`src/rtl/hw_aligner_pkg.sv`:
```
`timescale 1ns/1ps
package hw_aligner_pkg;
  localparam int HW_W   = 16;
  localparam int WORD_W = 2 * HW_W;

  // Which action the aligner takes on the halfword under the cursor
  typedef enum logic [2:0] {
    PICK_NONE,    // nothing usable
    PICK_JOIN,    // parked halfword + lower half of the word
    PICK_NARROW,  // one 16-bit instruction
    PICK_FULL,    // whole word is one 32-bit instruction
    PICK_PARK     // upper half starts a 32-bit instruction: keep it
  } pick_e;
endpackage

```
`src/rtl/hwa_len_detect.sv`:
```
`timescale 1ns/1ps
module hwa_len_detect
  import hw_aligner_pkg::*;
(
  input  logic [HW_W-1:0] first_hw,
  output logic            is_wide
);
  // Top three bits all ones and the next two not both zero
  always_comb begin
    is_wide = (first_hw[HW_W-1 -: 3] == 3'b111) && (first_hw[HW_W-4 -: 2] != 2'b00);
  end
endmodule

```
`src/rtl/hwa_word_slot.sv`:
```
`timescale 1ns/1ps
module hwa_word_slot
  import hw_aligner_pkg::*;
#(
  parameter int ADDR_W = 32
) (
  input  logic              clk,
  input  logic              rst_n,
  input  logic              flush,
  input  logic              load,
  input  logic [WORD_W-1:0] load_word,
  input  logic [ADDR_W-1:0] load_addr,
  input  logic              load_hi,
  input  logic              consume,
  input  logic              step_hi,
  output logic              slot_vld,
  output logic              slot_hi,
  output logic [WORD_W-1:0] slot_word,
  output logic [ADDR_W-1:0] slot_addr
);
  logic vld_d, hi_d;

  always_comb begin
    vld_d = slot_vld;
    hi_d  = slot_hi;
    if (flush) begin
      vld_d = 1'b0;
    end else if (load) begin
      vld_d = 1'b1;
      hi_d  = load_hi;
    end else if (consume) begin
      vld_d = 1'b0;
    end else if (step_hi) begin
      hi_d  = 1'b1;
    end
  end

  always_ff @(posedge clk or negedge rst_n) begin
    if (!rst_n) begin
      slot_vld <= 1'b0;
      slot_hi  <= 1'b0;
    end else begin
      slot_vld <= vld_d;
      slot_hi  <= hi_d;
    end
  end

  // Datapath without reset, written only when a word is taken
  always_ff @(posedge clk) begin
    if (load) begin
      slot_word <= load_word;
      slot_addr <= load_addr;
    end
  end
endmodule

```
`src/rtl/hwa_carry_slot.sv`:
```
`timescale 1ns/1ps
module hwa_carry_slot
  import hw_aligner_pkg::*;
#(
  parameter int ADDR_W = 32
) (
  input  logic              clk,
  input  logic              rst_n,
  input  logic              flush,
  input  logic              capture,
  input  logic [HW_W-1:0]   cap_hw,
  input  logic [ADDR_W-1:0] cap_addr,
  input  logic              release_hw,
  output logic              car_vld,
  output logic [HW_W-1:0]   car_hw,
  output logic [ADDR_W-1:0] car_addr
);
  logic vld_d;

  always_comb begin
    vld_d = car_vld;
    if (flush)           vld_d = 1'b0;
    else if (capture)    vld_d = 1'b1;
    else if (release_hw) vld_d = 1'b0;
  end

  always_ff @(posedge clk or negedge rst_n) begin
    if (!rst_n) car_vld <= 1'b0;
    else        car_vld <= vld_d;
  end

  always_ff @(posedge clk) begin
    if (capture) begin
      car_hw   <= cap_hw;
      car_addr <= cap_addr;
    end
  end
endmodule

```
`src/rtl/hw_aligner.sv`:
```
`timescale 1ns/1ps
module hw_aligner
  import hw_aligner_pkg::*;
#(
  parameter int ADDR_W = 32
) (
  input  logic              clk,
  input  logic              rst_n,
  input  logic              fetch_valid,
  output logic              fetch_ready,
  input  logic [31:0]       fetch_word,
  input  logic [ADDR_W-1:0] fetch_addr,
  input  logic              redirect_valid,
  input  logic              redirect_odd_hw,
  output logic              dec_valid,
  input  logic              dec_ready,
  output logic [31:0]       dec_instr,
  output logic              dec_wide,
  output logic [ADDR_W-1:0] dec_addr,
  output logic [ADDR_W-1:0] dec_pc
);
  localparam logic [ADDR_W-1:0] WORD_MASK = ~ADDR_W'(3);
  localparam logic [ADDR_W-1:0] HW_STEP   = ADDR_W'(2);
  localparam logic [ADDR_W-1:0] PC_AHEAD  = ADDR_W'(4);

  // Reset: asserted at once, released on a clock edge
  logic rst_meta_q, rst_sync_q;
  always_ff @(posedge clk or negedge rst_n) begin
    if (!rst_n) begin
      rst_meta_q <= 1'b0;
      rst_sync_q <= 1'b0;
    end else begin
      rst_meta_q <= 1'b1;
      rst_sync_q <= rst_meta_q;
    end
  end

  logic              slot_vld, slot_hi;
  logic [WORD_W-1:0] slot_word;
  logic [ADDR_W-1:0] slot_addr, slot_base;
  logic              car_vld;
  logic [HW_W-1:0]   car_hw, cur_hw;
  logic [ADDR_W-1:0] car_addr;
  logic              cur_wide;
  pick_e             pick;
  logic              offer, fire, consume, step_hi, capture, release_hw, load;
  logic              skip_q, skip_d;

  assign slot_base = slot_addr & WORD_MASK;
  assign cur_hw    = slot_hi ? slot_word[WORD_W-1:HW_W] : slot_word[HW_W-1:0];

  hwa_len_detect u_len (
    .first_hw (cur_hw),
    .is_wide  (cur_wide)
  );

  // Choose the action for the current cursor position
  always_comb begin
    pick = PICK_NONE;
    if (slot_vld) begin
      if (car_vld)        pick = PICK_JOIN;
      else if (!cur_wide) pick = PICK_NARROW;
      else if (!slot_hi)  pick = PICK_FULL;
      else                pick = PICK_PARK;
    end
  end

  // Output formatting
  always_comb begin
    offer     = 1'b0;
    dec_instr = '0;
    dec_wide  = 1'b0;
    dec_addr  = slot_base;
    unique case (pick)
      PICK_JOIN: begin
        offer     = 1'b1;
        dec_instr = {slot_word[HW_W-1:0], car_hw};
        dec_wide  = 1'b1;
        dec_addr  = car_addr;
      end
      PICK_NARROW: begin
        offer     = 1'b1;
        dec_instr = {{HW_W{1'b0}}, cur_hw};
        dec_addr  = slot_hi ? (slot_base | HW_STEP) : slot_base;
      end
      PICK_FULL: begin
        offer     = 1'b1;
        dec_instr = slot_word;
        dec_wide  = 1'b1;
      end
      default: ;
    endcase
  end

  assign dec_valid = offer && !redirect_valid;
  assign dec_pc    = dec_addr + PC_AHEAD;
  assign fire      = dec_valid && dec_ready;

  // Word and halfword movement
  always_comb begin
    consume    = (pick == PICK_PARK) ||
                 (fire && ((pick == PICK_FULL) || ((pick == PICK_NARROW) && slot_hi)));
    step_hi    = fire && ((pick == PICK_JOIN) || ((pick == PICK_NARROW) && !slot_hi));
    capture    = (pick == PICK_PARK) && !redirect_valid;
    release_hw = fire && (pick == PICK_JOIN);
  end

  assign fetch_ready = rst_sync_q && !redirect_valid && (!slot_vld || consume);
  assign load        = fetch_valid && fetch_ready;

  // Pending skip of the lower halfword after a redirect
  always_comb begin
    skip_d = skip_q;
    if (redirect_valid) skip_d = redirect_odd_hw;
    else if (load)      skip_d = 1'b0;
  end

  always_ff @(posedge clk or negedge rst_sync_q) begin
    if (!rst_sync_q) skip_q <= 1'b0;
    else             skip_q <= skip_d;
  end

  hwa_word_slot #(.ADDR_W(ADDR_W)) u_slot (
    .clk       (clk),
    .rst_n     (rst_sync_q),
    .flush     (redirect_valid),
    .load      (load),
    .load_word (fetch_word),
    .load_addr (fetch_addr),
    .load_hi   (skip_q),
    .consume   (consume),
    .step_hi   (step_hi),
    .slot_vld  (slot_vld),
    .slot_hi   (slot_hi),
    .slot_word (slot_word),
    .slot_addr (slot_addr)
  );

  hwa_carry_slot #(.ADDR_W(ADDR_W)) u_carry (
    .clk        (clk),
    .rst_n      (rst_sync_q),
    .flush      (redirect_valid),
    .capture    (capture),
    .cap_hw     (slot_word[WORD_W-1:HW_W]),
    .cap_addr   (slot_base | HW_STEP),
    .release_hw (release_hw),
    .car_vld    (car_vld),
    .car_hw     (car_hw),
    .car_addr   (car_addr)
  );
endmodule

```
`config.mk`:
```
export PLATFORM = sky130hd
export DESIGN_NAME = hw_aligner
export DESIGN_NICKNAME = d
export VERILOG_FILES = /design/src/rtl/hw_aligner_pkg.sv /design/src/rtl/hwa_len_detect.sv /design/src/rtl/hwa_word_slot.sv /design/src/rtl/hwa_carry_slot.sv /design/src/rtl/hw_aligner.sv
export SDC_FILE = /design/constraint.sdc
export NUM_CORES = 1
export LEC_CHECK = 0
export ABC_AREA = 1
export CELL_PAD_IN_SITES_DETAIL_PLACEMENT = 1
export CELL_PAD_IN_SITES_GLOBAL_PLACEMENT = 2
export CORE_ASPECT_RATIO = 1.4
export CORE_MARGIN = 10
export CORE_UTILIZATION = 42
export CTS_CLUSTER_SIZE = 40
export DETAILED_ROUTE_END_ITERATION = 12
export DONT_BUFFER_PORTS = 1
export PLACE_DENSITY_LB_ADDON = 0.1
export SLEW_MARGIN = 20
export SYNTH_ARGS = -nofsm -noshare
export SYNTH_HDL_FRONTEND = slang
export SYNTH_SLANG_ARGS = --single-unit
```
`constraint.sdc`:
```
create_clock -name clk -period 6.4 [get_ports clk]
set_input_delay 1.28 -clock clk [delete_from_list [all_inputs] [get_ports clk]]
set_output_delay 1.28 -clock clk [all_outputs]
set_load 0.03 [all_outputs]
```
==> metrics.md <==
| Metric | Value |
|---|---|
| Status | finished clean |
| Crit-path max cell delay | between 0.5 and 0.6 ns |
| Top-count cell post-synth | nand2_1 |
| Commonest cells post-synth | 142 x nand2_1, 108 x edfxtp_1, 59 x inv_1, 23 x nor2_1, 19 x nand3_1 |
| Post-layout min period | ~5.2 ns |
| Reg2reg setup slack | around 2.2 ns |
| CTS Buffer Depth | 2 |
| I/O Pins | about 170 |
| Worst r2r path cells | 13 |
| Leakage | 2.40 nW |
| Final GP Congestion | between 0.7 and 0.8 |
| Max IR drop VDD | between 0.00015 and 0.0002 V |
| Sequential element share of the synthesized area | between 60 and 70% |
| Worst skew pair latency | between 0.4 and 0.5 ns |
| Fillcell total | between 1000 and 1500 |
| Die W | 116 um |
| Overflow after GRT | 0 |
| Period utilization | approximately four fifths |
| Slew at the pin closest to its max-slew limit | about 0.98 ns |
| HP Class | reg -> async |
| Worst setup EP type | output pin |
| Power Dens Cells | around 310 nW/um^2 |
| Largest cells by area after synthesis | edfxtp_1 60%, nand2_1 9.9%, inv_1 4.1% |
| I/O Buffers | 0 |
| Number of synthesized register bits | 114 |
| Avg Cell Area, Syn | 10.7 um^2 |
| Top delay family on crit path | simple AND/OR/NAND/NOR gates |
| Final Hold Fails | 0 |
| Worst-path clk slew | ~0.060 ns |
| Post-synth EDFFs | around 110 |
| Cts hold-fix bufs | 0 |
| Critical path arrival | about 3.9 ns |
| DRC | 0 |
| Number of max-cap violations | 0 |
| WS Path Type | reg -> out |
| CTS tree | yes |
| Die height | roughly 150 um |
| Initial core utilization | a little over two fifths |
| WP depth | 13 |
| Layout cells sized above 1 | 14.2% |
| First-pass GRT wire length | about 22 mm |
| Worst r2r dst | u_slot.slot_addr[16] |
| # resized after CTS | 0 |
| H-tree depth | 4 |
| Via density per instance | 5.25 |
| Row count | 49 |
| Number of global-route vias before repair | 3886 |
| Initial DRC count | approximately 170 |
| Critical Path Source Type | flop |
| Final WL | ~14 mm |
| Worst r2r src | u_slot.slot_hi |
| Setup total negative slack | 0 ns |
| GR Util All Layers | 16.1% |
| FFs w/ async S/R, synth | ~5.3% |
| RSZ-0062 raised after global routing | no |
| CP Capture Point | dec_pc[25] |
| Final Skew | between 0.01 and 0.015 ns |
| Critical path origin | u_slot.slot_vld |
| Core footprint | 12800 um^2 |
| # Post-CTS Setup Buffers | 0 |
| Max_slew headroom | roughly a third |
| Initial antenna violation count | 6 |
| Post-DRT Antenna Nets | 0 |
| Yosys warning count | 0 |
| Critical-path cell list | nand2_2 -> inv_2 -> nand2_1 -> nand2_1 -> nand2_2 -> nor2_4 -> nand2_2 -> nor2_4 -> nand3_2 -> nor2_4 -> nand2_2 -> nor2_2 -> xor2_1 |
| Area Overhead vs Synth | 13.2% |
| Syn Inst Count | ~500 |
| CTS root buf | clkbuf_16 |
| Worst-path maximum fanout | 27 |
| Post-synth cell types | 37 |
| Die area | about 18000 um^2 |
| Worst path most repeated cell | nand2_2 |
| Cell area after synthesis | between 5000 and 6000 um^2 |
| Peak Freq | between 150 and 200 MHz |
| Vias | between 3000 and 4000 |
| Sink Count | 114 |
| Slew Limit Fails | 0 |
| WL/cell | between 20 and 25 um |
| Post-layout nets | between 500 and 600 |
| WP data required | ~5.1 ns |
| Worst Path Buf+Inv | 1 |
| Num CTS Buffers | 17 |
| Synth Flop Type | edfxtp_1 |
| Largest net degree at the start of global routing | 37 |
| Setup violators final | 0 |
| Util after Layout | a little under half |
| Synth top area share | between 60 and 70% |
| Post-DP HPWL | between 10 and 15 mm |
| Area leader, netlist | edfxtp_1 |
| Crit-path slowest cell | inv_2 |
| Drt pass-1 iters | 4 |
==> cells in the final DEF, fill, tap and decap left out, types with 5 or more instances in the layout <==
master | synthesis | routed
nand2_2 | 13 | 13
xor2_1 | 17 | 17
inv_1 | 59 | 58
nor2_4 | 4 | 5
edfxtp_1 | 108 | 108
nor2_1 | 23 | 22
nand4_1 | 8 | 8
dfrtp_1 | 6 | 6
nand2_1 | 142 | 142
o221ai_1 | 11 | 11
nor3_1 | 6 | 6
inv_2 | 4 | 5
nor2_2 | 5 | 5
o22ai_1 | 15 | 15
nand3_1 | 19 | 19
clkbuf_16 | 0 | 17
xnor2_1 | 11 | 11
==> state kept, by name, summed over array words and instances, names as in the netlist <==
| name | count |
|---|---|
| u_slot.slot_word | 32 |
| u_carry.car_addr | 30 |
| u_slot.slot_addr | 30 |
| u_carry.car_hw | 16 |
| rst_meta_q | 1 |
| rst_sync_q | 1 |
| skip_q | 1 |
| u_carry.car_vld | 1 |
| u_slot.slot_hi | 1 |
| u_slot.slot_vld | 1 |
==> metrics by stage <==
step | power (mW) | hold slack, ns | area [um^2] | cells | worst slack, ns
2_1_floorplan | 0.986 | 0.0493 | 5410 | 504 | 2.55
3_3_place_gp | 1.01 | 0.0759 | 5520 | 643 | 1.67
3_5_place_dp | 1.01 | 0.0824 | 5520 | 643 | 1.60
4_1_cts | 1.94 | 0.0866 | 6110 | 675 | 1.15
5_1_grt | 1.99 | 0.0950 | 6110 | 676 | 0.857
6_report | 1.92 | 0.0827 | 6120 | 678 | 1.24
==> worst min path at each step <==
stage / start / endpoint / slack, ns / cells past startpoint
2_1_floorplan: rst_sync_q / skip_q / 0.05 / 0
3_3_place_gp: rst_sync_q / u_slot.slot_hi / 0.08 / 0
3_5_place_dp: rst_sync_q / skip_q / 0.08 / 0
4_1_cts: rst_sync_q / u_slot.slot_vld / 0.09 / 0
5_1_grt: rst_sync_q / u_slot.slot_vld / 0.1 / 0
6_report: rst_sync_q / u_slot.slot_hi / 0.08 / 0
==> metal layers <==
metal  routed length, um  GRT usage [%]  vias up
met2                7120           26.6      131
li1                    -              -     1712
met5                  21              0        -
met1                5290           16.8     1690
met4                 266           6.87        4
met3                1560           7.98       22
==> worst reg2reg max path, stage by stage (launching register included) <==
cell	delay, ns
dfrtp_1	0.53
inv_1	0.24
nand2_1	0.13
nand2_1	0.06
nor2_1	0.14
nand3_1	0.14
inv_1	0.10
nand4_1	0.75
nand2_1	0.28
nand2_1	0.10
nand3_1	0.14
nand3_1	0.17
inv_2	0.54
buf_4	0.53
==> cell families (layout without fill, tap and decap cells) <==
group                    after synthesis  count (layout)  share of synthesized area (%)
AO/OA/AOI/OAI                         45              45                           5.81
XOR/XNOR                              28              28                           4.54
adder cells (fa/ha/maj)                1               1                          0.231
buffers and inverters                 81              99                           6.48
flip-flops                           114             114                           62.8
other                                  2               6                          0.139
AND/OR/NAND/NOR                      232             232                           20.0
==> cell type report <==
class	instances	area (um^2)	share of cell area, %
repair buffers	4	30.0	0.491
flip-flops and latches	114	3390	55.5
clock buffers	17	425	6.96
multi-input cells	309	1670	27.3
clock inverters	15	160	2.62
diodes	3	7.51	0.123
well taps	153	191	3.13
inverters	63	236	3.87
==> power breakdown <==
part / total [mW] / internal, mW / switching, mW
combinational: 0.149 / 0.0245 / 0.124
clock: 0.921 / 0.576 / 0.346
sequential: 0.847 / 0.836 / 0.0118
total: 1.92 / 1.44 / 0.481
No activity file was read; power rests on OpenSTA's default activity.
